$ cat src/rtl/adc_mux_pkg.sv
package adc_mux_pkg;

  // Format code is {byte_sel, bus_sel}
  typedef enum logic [1:0] {
    FMT_WIDE   = 2'b00,
    FMT_TAIL16 = 2'b01,
    FMT_MID8   = 2'b10,
    FMT_TAIL8  = 2'b11
  } fmt_e;

  function automatic int unsigned cycles_up(input int unsigned span_ps,
                                            input int unsigned period_ps);
    return (span_ps + period_ps - 1) / period_ps;
  endfunction

endpackage

$ cat src/rtl/adc_result_reg.sv
module adc_result_reg #(
  parameter int W = 18
) (
  input  logic         clk,
  input  logic         rst_n,
  input  logic         load_en,
  input  logic [W-1:0] load_data,
  output logic [W-1:0] word_q
);

  always_ff @(posedge clk or negedge rst_n) begin
    if (!rst_n)       word_q <= '0;
    else if (load_en) word_q <= load_data;
  end

endmodule

$ cat src/rtl/adc_slice_steer.sv
module adc_slice_steer
  import adc_mux_pkg::*;
#(
  parameter int W = 18
) (
  input  logic [W-1:0] word,
  input  fmt_e         fmt,
  output logic [W-1:0] pins
);

  localparam int TAIL   = W - 16;     // bits left over after a 16-bit read
  localparam int BYTE_W = 8;
  localparam int HI_LO  = W - BYTE_W; // lowest pin of the upper byte

  generate
    if (TAIL < 1) begin : g_bad_width
      initial $fatal(1, "adc_slice_steer needs W >= 17");
    end
  endgenerate

  always_comb begin
    pins = '1;
    unique case (fmt)
      FMT_WIDE:   pins = word;
      FMT_TAIL16: pins[2*TAIL-1:TAIL]       = word[TAIL-1:0];
      FMT_MID8:   pins[W-1:HI_LO]           = word[HI_LO-1:TAIL];
      FMT_TAIL8:  pins[HI_LO+TAIL-1:HI_LO]  = word[TAIL-1:0];
      default:    pins = '1;
    endcase
  end

endmodule

$ cat src/rtl/adc_quiet_monitor.sv
module adc_quiet_monitor #(
  parameter int PRE_CYC  = 13,
  parameter int POST_CYC = 10
) (
  input  logic clk,
  input  logic rst_n,
  input  logic conv_start,
  input  logic rd_act,
  output logic viol
);

  localparam int GW = $clog2(PRE_CYC + 1);
  localparam int PW = $clog2(POST_CYC + 1);
  localparam logic [GW-1:0] GAP_MAX  = GW'(PRE_CYC);
  localparam logic [PW-1:0] POST_TOP = PW'(POST_CYC);

  logic          conv_q;
  logic [GW-1:0] gap_q;   // edges since last read edge, minus one
  logic [PW-1:0] post_q;  // edges left in the post window
  logic          fall, pre_hit, post_hit;

  assign fall     = conv_q & ~conv_start;
  assign pre_hit  = fall & (rd_act | (gap_q < GAP_MAX));
  assign post_hit = (post_q != '0) & rd_act;

  always_ff @(posedge clk or negedge rst_n) begin
    if (!rst_n) begin
      conv_q <= 1'b0;
      gap_q  <= GAP_MAX;
      post_q <= '0;
      viol   <= 1'b0;
    end else begin
      conv_q <= conv_start;
      if (rd_act)              gap_q <= '0;
      else if (gap_q != GAP_MAX) gap_q <= gap_q + 1'b1;
      if (fall)                post_q <= POST_TOP;
      else if (post_q != '0)   post_q <= post_q - 1'b1;
      viol <= pre_hit | post_hit;
    end
  end

endmodule

$ cat src/rtl/adc_word_mux.sv
module adc_word_mux
  import adc_mux_pkg::*;
#(
  parameter int W             = 18,
  parameter int CLK_PERIOD_PS = 4000,
  parameter int QUIET_PRE_PS  = 50000,
  parameter int QUIET_POST_PS = 40000
) (
  input  logic         clk,
  input  logic         rst_n,
  input  logic         load_en,
  input  logic [W-1:0] load_data,
  input  logic         cs_n,
  input  logic         rd_n,
  input  logic         byte_sel,
  input  logic         bus_sel,
  input  logic         conv_start,
  output logic [W-1:0] db_out,
  output logic         db_oe,
  output logic         quiet_viol
);

  localparam int PRE_CYC  = int'(cycles_up(QUIET_PRE_PS, CLK_PERIOD_PS));
  localparam int POST_CYC = int'(cycles_up(QUIET_POST_PS, CLK_PERIOD_PS));

  logic [W-1:0] word_q;
  logic [W-1:0] steered;
  logic         rd_act;
  fmt_e         fmt;

  assign rd_act = ~cs_n & ~rd_n;
  assign fmt    = fmt_e'({byte_sel, bus_sel});

  adc_result_reg #(.W(W)) u_result (
    .clk       (clk),
    .rst_n     (rst_n),
    .load_en   (load_en),
    .load_data (load_data),
    .word_q    (word_q)
  );

  adc_slice_steer #(.W(W)) u_steer (
    .word (word_q),
    .fmt  (fmt),
    .pins (steered)
  );

  adc_quiet_monitor #(.PRE_CYC(PRE_CYC), .POST_CYC(POST_CYC)) u_quiet (
    .clk        (clk),
    .rst_n      (rst_n),
    .conv_start (conv_start),
    .rd_act     (rd_act),
    .viol       (quiet_viol)
  );

  assign db_oe  = rd_act;
  assign db_out = rd_act ? steered : '0;

endmodule

$ cat config.mk
export PLATFORM = sky130hd
export DESIGN_NAME = adc_word_mux
export DESIGN_NICKNAME = d
export VERILOG_FILES = /design/src/rtl/adc_mux_pkg.sv /design/src/rtl/adc_result_reg.sv /design/src/rtl/adc_slice_steer.sv /design/src/rtl/adc_quiet_monitor.sv /design/src/rtl/adc_word_mux.sv
export SDC_FILE = /design/constraint.sdc
export NUM_CORES = 1
export LEC_CHECK = 0
export ABC_CLOCK_PERIOD_IN_PS = 2100
export BUFFER_PORTS_ARGS = -buffer_cell sky130_fd_sc_hd__buf_2
export CAP_MARGIN = 20
export CORE_ASPECT_RATIO = 0.7
export CORE_UTILIZATION = 43
export DETAILED_ROUTE_END_ITERATION = 8
export PLACE_DENSITY = 0.67
export SYNTH_ARGS = -nofsm -noshare
export SYNTH_HDL_FRONTEND = slang
export SYNTH_HIERARCHICAL = 1
export SYNTH_SLANG_ARGS = --single-unit
$ cat constraint.sdc
create_clock -name clk -period 2.1 [get_ports clk]
set_input_delay 0.21 -clock clk [delete_from_list [all_inputs] [get_ports clk]]
set_output_delay 0.21 -clock clk [all_outputs]
set_load 0.1 [all_outputs]
======== Word-level counts from Yosys, hierarchy flattened ========
Index checks and enable logic that the tools add are counted.
word-level totals
  register bits after elaboration ......... 28
  input port bits ......................... 26
  output and inout bits ................... 20
  word-level logic and storage cells ...... 35
operators by class
  $add $sub $neg .......................... 2
  order comparisons ....................... 1
  eq/ne operators ......................... 4
  mux-type cells .......................... 10
  bitwise logic cells ..................... 9
  reduce and logical (&&, ||, !) cells .... 4
operators with widths
  cell                                                                   count
  18-bit 2-to-1 mux                                                      1
  4-bit 2-to-1 mux                                                       4
  6-bit case mux with 2 select lines                                     1
  6-bit 2-to-1 mux                                                       1
  2-bit case mux with 3 select lines                                     1
  4-bit by 1-bit adder with 4-bit output, second input constant          1
  1-bit AND                                                              4
  2-bit equality test, second input constant                             2
  4-bit < comparator, second input constant                              1
  4-bit != test, second input constant                                   1
  2-bit case mux with 2 select lines                                     1
  2-bit nonzero test                                                     2
  4-bit nonzero test                                                     1
  4-bit by 1-bit subtractor with 4-bit output, second input constant     1
  1-bit inverter                                                         3
  2-bit by 1-bit equality test with 1-bit output, second input constant  1
  2-bit logical NOT                                                      1
  2-bit 2-to-1 mux                                                       1
  1-bit OR                                                               2

======== Depth between registers and ports, before layout ========
Gate-level depths: netlist of run 1.
  depth in word-level cells ............... 5
  mapped depth ............................ 5
  gate-level depth less buffers ........... 5

======== By module ========
Netlist of run 1, hierarchy kept.
modules (own cells, without submodules)
  module             instances  cells an instance  area each (um^2)  seq. area each (um^2)
  adc_result_reg     1          38                 721.9             450.4
  adc_quiet_monitor  1          47                 494.2             254.0
  adc_slice_steer    1          33                 246.5             0.0
  adc_word_mux       1          23                 237.7             0.0

======== Least setup slack after synthesis of run 1 ========
Ideal clock, no wire load.
  path type ............................... input to output
  start point ............................. in bus_sel
  end point ............................... out db_out[2]
  data arrival time ....................... 2.859 ns
  data required time ...................... 1.890 ns
  slack ................................... -0.969 ns
  cell stages on the path ................. 4
  buffers on the path ..................... 2
  path through ............................ buf_2 -> buf_2 -> a211o_1 -> nor3b_1
on the way
  longest elaborated chain between the ends .. 3
  elaborated cells between the ends (all ways) .. 4
  those cells by class .................... eq/ne: 1; mux: 2; reduce/logical: 1
RTL lines
  item                                                                                        RTL line               RTL
  start: declaration                                                                          adc_word_mux.sv:16     input logic bus_sel,
  2-bit by 1-bit equality test with 1-bit output / 2-bit logical NOT (equally long branches)  adc_slice_steer.sv:23  unique case (fmt)
  2-bit case mux with 2 select lines *                                                        adc_slice_steer.sv:23
  net steered[2]                                                                              adc_word_mux.sv:27     logic [W-1:0] steered;
  18-bit 2-to-1 mux *                                                                         adc_word_mux.sv:57     assign db_out = rd_act ? steered : '0;
  end: declaration                                                                            adc_word_mux.sv:18     output logic [W-1:0] db_out,
The timed path passes the listed nets; every way through them passes the cells marked *.

======== Worst setup path in the final report of run 1 ========
  start point ............................. reg u_result.word_q[2]
  end point ............................... out db_out[10]
on the way
  longest elaborated chain between the ends .. 2
RTL lines
  item                                RTL line               RTL
  start: declaration                  adc_result_reg.sv:8    output logic [W-1:0] word_q
  start signal: assignment            adc_result_reg.sv:13   else if (load_en) word_q <= load_data;
  2-bit case mux with 3 select lines  adc_slice_steer.sv:23
  net steered[10]                     adc_word_mux.sv:27
  18-bit 2-to-1 mux                   adc_word_mux.sv:57
The timed path passes the listed nets, and every way through them passes these cells.

==> results of run 1 <==
[through the flow]
stage / instances / util, %
floorplan: 141 / -
global placement: 227 / 52.8
detailed placement: 227 / 52.8
CTS: 232 / 54.3
global route: 232 / 54.3
finish: 232 / 54.3
[flip-flops by register name (all words and copies together), names as in the netlist]
name             flops
u_quiet/gap_q        4
u_quiet/post_q       4
u_quiet/viol         1
u_quiet/conv_q       1
u_result/word_q     18
[routing by layer]
layer | GRT usage, % | vias to the layer above | share of wire [%]
li1 | - | 578 | -
met1 | 23.7 | 552 | 47
met3 | 5.00 | 8 | 5.6
met4 | 6.29 | 0 | 1.6
met2 | 28.3 | 36 | 45
met5 | 0 | - | 0
[power by group]
group | leakage [nW] | switching [mW] | internal, mW | total (mW)
logic | 0.570 | 0.371 | 0.236 | 0.607
registers | 0.324 | 0.106 | 0.662 | 0.768
clock network | 0.0228 | 0.151 | 0.136 | 0.287
[worst paths after layout]
kind | slack, ns | cells past startpoint | startpoint | end
hold / removal | 0.06 | 1 | conv_start | u_quiet/conv_q
setup reg to reg | 0.72 | 5 | u_quiet/post_q[0] | u_quiet/viol
max in group asynchronous | 1.21 | 2 | rst_n | u_result/word_q[11]
min in group asynchronous | 0.48 | 2 | rst_n | u_quiet/post_q[3]
hold reg to reg | 0.52 | 1 | u_result/word_q[11] | u_result/word_q[11]
setup / recovery | 0.29 | 4 | u_result/word_q[2] | db_out[10]
[synth_stat cells, types with 2 or more instances]
cell and instances:
buf_12 2, buf_6 6, dfrtp_1 25, buf_2 2
or3_1 9, mux2_4 10, xnor2_1 3, inv_1 4
ha_1 4, nor3_1 4, nor3b_2 10, dfstp_2 3
nor2b_1 9, a211o_1 9, o22a_1 2, mux2_2 10
nand2_1 5, nor2_1 6, nor3b_1 10, nand3_1 2
[final cells by class]
cell class | count | share of cell area (%)
tap | 50 | 3.16
clock buffer | 4 | 2.27
timing repair buffer | 47 | 12.3
multi-input combinational | 99 | 46.0
sequential | 28 | 35.6
inverter | 4 | 0.758
[critical path, cell delays in order (launching register included)]
cell and delay, ns:
dfrtp_1 0.42, mux2_2 0.28, o22a_1 0.18, nor3b_2 0.14, buf_2 0.31
[logic make-up (layout without fill, tap and decap cells)]
family | after synthesis | after routing
AO/OA/AOI/OAI | 15 | 15
AND/OR/NAND/NOR | 56 | 56
flip-flops | 28 | 28
adder cells (fa/ha/maj) | 4 | 4
XOR/XNOR | 3 | 3
buffers and inverters | 14 | 55
multiplexers | 21 | 21
==> results.py, run 1 <==
metrics = {
    "layout": {
        "final_common_cell": "buf_2",
        "layout_common_cells": "buf_2, dfrtp_1, nor3b_2",
        "multi_input_area_um2": 911,
        "syn2layout_area_growth_pct": 16.5,
        "nNetsFinal": 213,
        "finalInstanceArea_mm2": 0.00198,
        "seq_area_um2": 704,
        "nFillCells": 330,
        "n_antenna_cell": 0,
        "drive_gt1_share_pct": 50.5,
    },
    "placed_design": {
        "place_congestion": 0.819,
        "port_buffers": 45,
        "hpwlAfterDp_um": 2630,
        "dpl_worst_slack_ns": 0.488,
        "placed_cell_area_mm2": 0.00193,
    },
    "grt": {
        "antenna_found_initial": 0,
        "grt_overflow": 0,
        "grt_max_degree": 29,
        "grt_pass1_wl_um": 5660,
        "first_global_vias": 1167,
        "grt_usage_pct": 17.8,
    },
    "pwr": {
        "p_per_area_mw_per_mm2": 839,
        "power_mw": 1.66,
        "vdd_drop_max_v": 0.000370,
        "leakagePower_nw": 0.918,
    },
    "route": {
        "routed_wl_um": 3460,
        "ant_nets": 0,
        "wl_per_cell_um": 14.9,
        "avgViaCountPerCell": 5.06,
        "vias": 1174,
        "detail_route.iter0.violations": 72,
        "drc": 0,
        "drt-pass1-iter-count": 4,
    },
    "job": {
        "drv_cap": 0,
    },
    "sta": {
        "worstMarginPinSlew_ns": 0.616,
        "post-route-worst-setup-slack_ns": 0.285,
        "finalHoldViolations": 0,
        "finalSetupViolCount": 0,
        "rsz0062_at_grt": "no",
        "slew_headroom_pct": 58.9,
        "min_period_over_period_pct": 86.4,
        "skew_ns": 0.00882,
        "slew_violations": 0,
        "max_freq_mhz": 551,
        "holdWs_ns": 0.0619,
        "fin_crit_ns": 1.81,
        "finalSetupTns_ns": 0,
    },
    "die": {
        "initial_core_util_pct": 46.6,
        "core_mm2": 0.00365,
        "num_rows": 18,
        "fp.dieH_um": 54.6,
        "die-area_mm2": 0.00421,
        "io_pins": 46,
        "die_x_um": 77.2,
    },
    "synthesis": {
        "synthAdderAreaFrac_pct": 2.94,
        "synthFlopType": "dfrtp_1",
        "yosysWarningCount": 6,
        "synth-seq-area-share_pct": 41.4,
        "ys_top_cells_by_area": "dfrtp_1, mux2_4, nor3b_2",
        "synth_seq_cells": 28,
        "synth_compound_area_share_pct": 7.28,
        "yosys.area.top_type": "dfrtp_1",
        "synth-xor-area-share_pct": 1.55,
        "syn-num-nets": 171,
        "netlist.area_leader.share_pct": 36.8,
        "muxShareOfSynthArea_pct": 16.0,
        "syn_inst": 141,
        "synth_top_family_by_area": "simple AND/OR/NAND/NOR gates",
        "synth_area_per_cell_um2": 12.1,
        "synthArstFlopShare_pct": 100,
        "synth_edf_count": 0,
        "syn_area_mm2": 0.00170,
        "yosys.area_share.simple_pct": 23.0,
        "synth_cell_types": 26,
    },
    "clock_network": {
        "ctsHtreeMaxLevel": 1,
        "cts_tree": "built",
        "cts_setup_buffers": 0,
        "hold_buffers": 1,
        "root_buffer": "clkbuf_8",
        "cts_sinks": 28,
        "cts_made_buffers": 3,
        "clk_latency_ns": 0.27,
        "cts_resized": 0,
        "cts.clk_slew.worst_paths_ns": 0.09,
        "clock_path_buffers": 2,
    },
    "critical_path": {
        "crit_path_start_kind": "flop",
        "crit_type": "flop to output pin",
        "arrival_ns": 1.60,
        "crit_fanout": 3,
        "cp-end-kind": "output pin",
        "cp_data_required_time_ns": 1.89,
    },
    "status": {
        "status": "finished clean",
    },
    "worst_hold_path": {
        "min_path_type": "input pin to flop",
    },
}
Note: power is estimated with default switching activity, not from simulation.
==> run 2, diff against run 1 <==
--- a/config.mk
+++ b/config.mk
@@ -5,13 +5,13 @@
 export SDC_FILE = /design/constraint.sdc
 export NUM_CORES = 1
 export LEC_CHECK = 0
-export ABC_CLOCK_PERIOD_IN_PS = 2100
+export ABC_CLOCK_PERIOD_IN_PS = 1600
 export BUFFER_PORTS_ARGS = -buffer_cell sky130_fd_sc_hd__buf_2
 export CAP_MARGIN = 20
 export CORE_ASPECT_RATIO = 0.7
 export CORE_UTILIZATION = 43
 export DETAILED_ROUTE_END_ITERATION = 8
-export PLACE_DENSITY = 0.67
+export PLACE_DENSITY = 0.7
 export SYNTH_ARGS = -nofsm -noshare
 export SYNTH_HDL_FRONTEND = slang
 export SYNTH_HIERARCHICAL = 1
==> constraint.sdc (replaced) <==
create_clock -name clk -period 1.6 [get_ports clk]
set_input_delay 0.16 -clock clk [delete_from_list [all_inputs] [get_ports clk]]
set_output_delay 0.16 -clock clk [all_outputs]
set_load 0.1 [all_outputs]
==> run 2 against run 1 <==
The run now ends with setup timing left. Total power increased by 54%. Die area unchanged. Core utilization increased by 14 points. Non-clock buffer count increased by 9. Register-to-register slack got worse by 0.54 ns. Design area increased by 26%. Clock power increased by 92%.
==> results.py, run 2 (synthesis results as in run 1) <==
metrics = {
    "layout": {
        "nNetsFinal": 222,
        "largestRegisters": "u_result/word_q: 18 flops, u_quiet/gap_q: 4 flops, u_quiet/post_q: 4 flops",
        "n_antenna_cell": 0,
        "finalInstanceArea_mm2": 0.00250,
        "final_cells": 241,
        "final_common_cell": "buf_2",
        "nFillCells": 269,
        "syn2layout_area_growth_pct": 47.3,
        "largest_register_ffs": 18,
        "final_util_pct": 68.7,
        "regMostFlops": "u_result/word_q",
        "layout_common_cells": "buf_2, dfrtp_1, buf_12",
        "drive_gt1_share_pct": 53.4,
    },
    "status": {
        "status": "finished, violations left",
        "violations": "setup timing",
    },
    "pwr": {
        "leakagePower_nw": 1.10,
        "netSwitchingFraction_pct": 35.2,
        "clockPowerShare_pct": 21.5,
        "p_per_area_mw_per_mm2": 1020,
        "switchingPower_uw": 901,
        "pwr-share-seq_pct": 39.1,
        "p_int_mw": 1.66,
        "vdd_drop_max_v": 0.000799,
        "power_frac_comb_pct": 39.4,
        "power_mw": 2.56,
    },
    "placed_design": {
        "hpwlAfterDp_um": 2810,
        "place_congestion": 0.760,
        "port_buffers": 45,
        "dpl_worst_slack_ns": 0.0987,
        "placed_cell_area_mm2": 0.00232,
        "dp.cells": 229,
    },
    "route": {
        "routed_wl_um": 3870,
        "avgViaCountPerCell": 5.25,
        "ant_nets": 0,
        "vias": 1266,
        "drc": 0,
        "drt-pass1-iter-count": 4,
        "wl_per_cell_um": 16.0,
        "detail_route.iter0.violations": 106,
    },
    "sta": {
        "min_period_over_period_pct": 103,
        "worstMarginPinSlew_ns": 0.602,
        "post-route-worst-setup-slack_ns": -0.0446,
        "slew_headroom_pct": 59.9,
        "skew_ns": 0.00857,
        "fin_crit_ns": 1.64,
        "finalSetupTns_ns": -0.0661,
        "rsz0062_at_grt": "yes",
        "slew_violations": 0,
        "max_freq_mhz": 608,
        "finalSetupViolCount": 3,
        "finalHoldViolations": 0,
        "holdWs_ns": 0.115,
    },
    "die": {
        "fp.dieH_um": 54.6,
        "initial_core_util_pct": 46.6,
        "core_mm2": 0.00365,
        "io_pins": 46,
        "num_rows": 18,
        "die-area_mm2": 0.00421,
        "die_x_um": 77.2,
    },
    "grt": {
        "grt_usage_pct": 19.0,
        "grt_pass1_wl_um": 5930,
        "antenna_found_initial": 0,
        "grt_overflow": 0,
        "first_global_vias": 1192,
        "grt_max_degree": 29,
    },
    "critical_path": {
        "slowest_stage": "dfrtp_1",
        "crit_chain": "mux2_4 -> o22a_1 -> nor3b_4 -> buf_12",
        "critical_path.top_delay_family": "flip-flops",
        "crit_fanout": 3,
        "crit_type": "flop to output pin",
        "slowest_delay_ns": 0.41,
        "crit_path_start_kind": "flop",
        "critPathBufInv": 1,
        "cp-end-kind": "output pin",
        "cp_data_required_time_ns": 1.44,
        "arrival_ns": 1.48,
    },
    "clock_network": {
        "root_buffer": "clkbuf_8",
        "clock_path_buffers": 2,
        "clk_latency_ns": 0.28,
        "ctsHtreeMaxLevel": 1,
        "cts_made_buffers": 3,
        "cts_tree": "built",
        "cts.clk_slew.worst_paths_ns": 0.10,
        "cts_sinks": 28,
    },
    "job": {
        "drv_cap": 0,
    },
    "worst_hold_path": {
        "min_path_type": "input pin to flop",
    },
}
-- run 2: cell types whose count changed in the layout (fill, tap and decap cells not counted), sizes merged --
cell,delta
buf,+8
bufinv,+1
clkbuf,-1
dlygate4sd3,+1
-- run 2: repair_timing --
item                                   in CTS  in global routing
resized for setup                          11                  3
setup endpoints to repair                   4                 10
pin swaps                                   2                  6
hold buffers                                1                  1
gates cloned                                0                  0
endpoints found under the hold margin      25                  1
setup buffers                               2                  4
-- run 2: routing by layer --
layer	vias up	track usage, %	share of wire [%]
li1	600	-	-
met5	-	0	0
met3	5	3.83	3.7
met1	630	24.7	46
met4	0	6.29	0.93
met2	31	32.4	49
-- run 2: path summary, 6_finish.rpt --
path	slack (ns)	startpoint	depth (start not counted)	end
worst min-delay path	0.12	load_data[0]	2	u_result/word_q[0]
worst max register to register	0.18	u_quiet/post_q[0]	5	u_quiet/post_q[0]
min in group asynchronous	0.43	rst_n	2	u_result/word_q[7]
worst min register to register	0.52	u_result/word_q[14]	1	u_result/word_q[14]
max in group asynchronous	0.78	rst_n	2	u_quiet/viol
worst max-delay path	-0.04	u_result/word_q[2]	4	db_out[10]
-- run 2: cell type report --
type                    count  area (um^2)  area share [%]
multi-input cells          99         1040            41.4
flip-flops and latches     28          704            28.1
repair buffers             56          614            24.5
well taps                  50         62.6            2.50
clock buffers               3         41.3            1.65
clock inverters             1         30.0            1.20
inverters                   4         15.0           0.599
-- run 2: power groups by stage --
stage	Combinational [mW]	Clock, mW	Sequential, mW
floorplan	0.704	0	0.997
global placement	0.911	0	0.992
detailed placement	0.950	0	1.01
CTS	0.985	0.561	0.998
global route	1.08	0.597	1.02
finish	1.01	0.551	1.00
-- run 2: worst reg2reg max path: stages, from the launching register on --
cell,delay [ns]
dfrtp_1,0.39
inv_1,0.09
ha_1,0.22
nor3b_2,0.37
xnor2_1,0.18
nor2_1,0.06
==> run 3, diff against run 2 <==
--- a/config.mk
+++ b/config.mk
@@ -12,6 +12,7 @@
 export CORE_UTILIZATION = 43
 export DETAILED_ROUTE_END_ITERATION = 8
 export PLACE_DENSITY = 0.7
+export SKIP_CTS_REPAIR_TIMING = 1
 export SYNTH_ARGS = -nofsm -noshare
 export SYNTH_HDL_FRONTEND = slang
 export SYNTH_HIERARCHICAL = 1
==> run 3 against run 2 <==
The flow still finishes with violations (setup timing). Design area rose by 0.30%. Fmax is 0.18% lower. Core utilization rose by 0.21 points. Clock skew is 0.0013 ns lower. Sequential share of layout area fell by 0.084 points. Wire length decreased by 1.9%. Cell count unchanged.
==> results.py, run 3 (synthesis results as in run 1) <==
metrics = {
    "layout": {
        "multi_input_area_mm2": 0.00104,
        "seq_area_um2": 704,
        "drive_gt1_share_pct": 53.9,
        "final_common_cell": "buf_2",
        "nFillCells": 262,
        "nNetsFinal": 222,
        "largestRegisters": "u_result/word_q: 18 flops, u_quiet/gap_q: 4 flops, u_quiet/post_q: 4 flops",
        "layout_common_cells": "buf_2, dfrtp_1, buf_12",
        "syn2layout_area_growth_pct": 47.8,
        "final_util_pct": 68.9,
        "n_antenna_cell": 0,
        "largest_register_ffs": 18,
        "regMostFlops": "u_result/word_q",
    },
    "route": {
        "routed_wl_um": 3790,
        "detail_route.iter0.violations": 116,
        "ant_nets": 0,
        "wl_per_cell_um": 15.7,
        "drc": 0,
        "avgViaCountPerCell": 5.14,
        "drt-pass1-iter-count": 4,
        "vias": 1239,
    },
    "status": {
        "status": "finished, violations left",
        "violations": "setup timing",
    },
    "placed_design": {
        "hpwlAfterDp_um": 2810,
        "port_buffers": 45,
        "place_congestion": 0.760,
        "dpl_worst_slack_ns": 0.0987,
    },
    "pwr": {
        "vdd_drop_max_v": 0.000830,
        "leakagePower_nw": 1.10,
        "p_per_area_mw_per_mm2": 1020,
    },
    "sta": {
        "min_period_over_period_pct": 103,
        "finalHoldViolations": 0,
        "slew_headroom_pct": 60.2,
        "slew_violations": 0,
        "max_freq_mhz": 607,
        "skew_ns": 0.00730,
        "fin_crit_ns": 1.65,
        "worstMarginPinSlew_ns": 0.597,
        "rsz0062_at_grt": "yes",
        "finalSetupViolCount": 3,
        "holdWs_ns": 0.112,
        "post-route-worst-setup-slack_ns": -0.0476,
    },
    "clock_network": {
        "cts_sinks": 28,
        "cts_made_buffers": 3,
        "ctsHtreeMaxLevel": 1,
        "root_buffer": "clkbuf_8",
        "clock_path_buffers": 2,
        "clk_latency_ns": 0.28,
        "cts.clk_slew.worst_paths_ns": 0.10,
        "cts_tree": "built",
    },
    "die": {
        "num_rows": 18,
        "fp.dieH_um": 54.6,
        "die-area_mm2": 0.00421,
        "io_pins": 46,
        "core_mm2": 0.00365,
        "initial_core_util_pct": 46.6,
        "die_x_um": 77.2,
    },
    "grt": {
        "antenna_found_initial": 0,
        "grt_max_degree": 29,
        "grt_overflow": 0,
        "first_global_vias": 1171,
        "grt_usage_pct": 19.1,
        "grt_pass1_wl_um": 5920,
    },
    "critical_path": {
        "crit_path_start_kind": "flop",
        "arrival_ns": 1.49,
        "crit_fanout": 3,
        "crit_type": "flop to output pin",
        "slowest_stage": "dfrtp_1",
        "cp_data_required_time_ns": 1.44,
        "cp-end-kind": "output pin",
        "slowest_delay_ns": 0.41,
        "crit_chain": "mux2_4 -> o22a_1 -> nor3b_4 -> buf_12",
    },
    "worst_hold_path": {
        "min_path_type": "input pin to flop",
    },
    "job": {
        "drv_cap": 0,
    },
}
-- run 3: metal layers --
layer,vias up,track usage [%],part of all wire (%)
met3,5,3.67,4.1
met4,0,5.66,0.95
li1,597,-,-
met5,-,0,0
met2,35,32.4,49
met1,602,25.2,46
-- run 3: power breakdown --
part           switching (mW)  internal, mW
combinational           0.548         0.460
clock                   0.220         0.335
sequential              0.132         0.868
total                   0.900          1.66
-- run 3: final cells by class --
class                      count  area share [%]
multi-input combinational     99            41.6
sequential                    28            28.0
timing repair buffer          56            24.5
tap                           50            2.49
clock buffer                   3            1.64
clock inverter                 1            1.20
inverter                       4           0.598
-- run 3: critical path, delay by kind of cell (launching register included) --
kind	cells	cell delay, ns
flops	1	0.41
mux	1	0.26
compound gates	1	0.19
buf+inv	1	0.19
simple gates	1	0.15
-- run 3: final timing paths --
kind | startpoint | endpoint | slack, ns | depth (start not counted)
max in group asynchronous | rst_n | u_quiet/viol | 0.79 | 2
worst min-delay path | load_data[0] | u_result/word_q[0] | 0.11 | 2
min in group asynchronous | rst_n | u_result/word_q[7] | 0.42 | 2
worst min register to register | u_result/word_q[14] | u_result/word_q[14] | 0.51 | 1
worst max register to register | u_quiet/post_q[0] | u_quiet/viol | 0.20 | 5
worst max-delay path | u_result/word_q[2] | db_out[10] | -0.05 | 4
-- run 3: per-stage QoR --
step                std cells  cell area, um^2  setup TNS [ns]  power, mW
floorplan                 141             1860          -0.329       1.70
global placement          229             2320               0       1.90
detailed placement        229             2320               0       1.96
CTS                       233             2390          -0.426       2.52
global route              241             2510          -0.237       2.69
finish                    241             2510         -0.0891       2.56
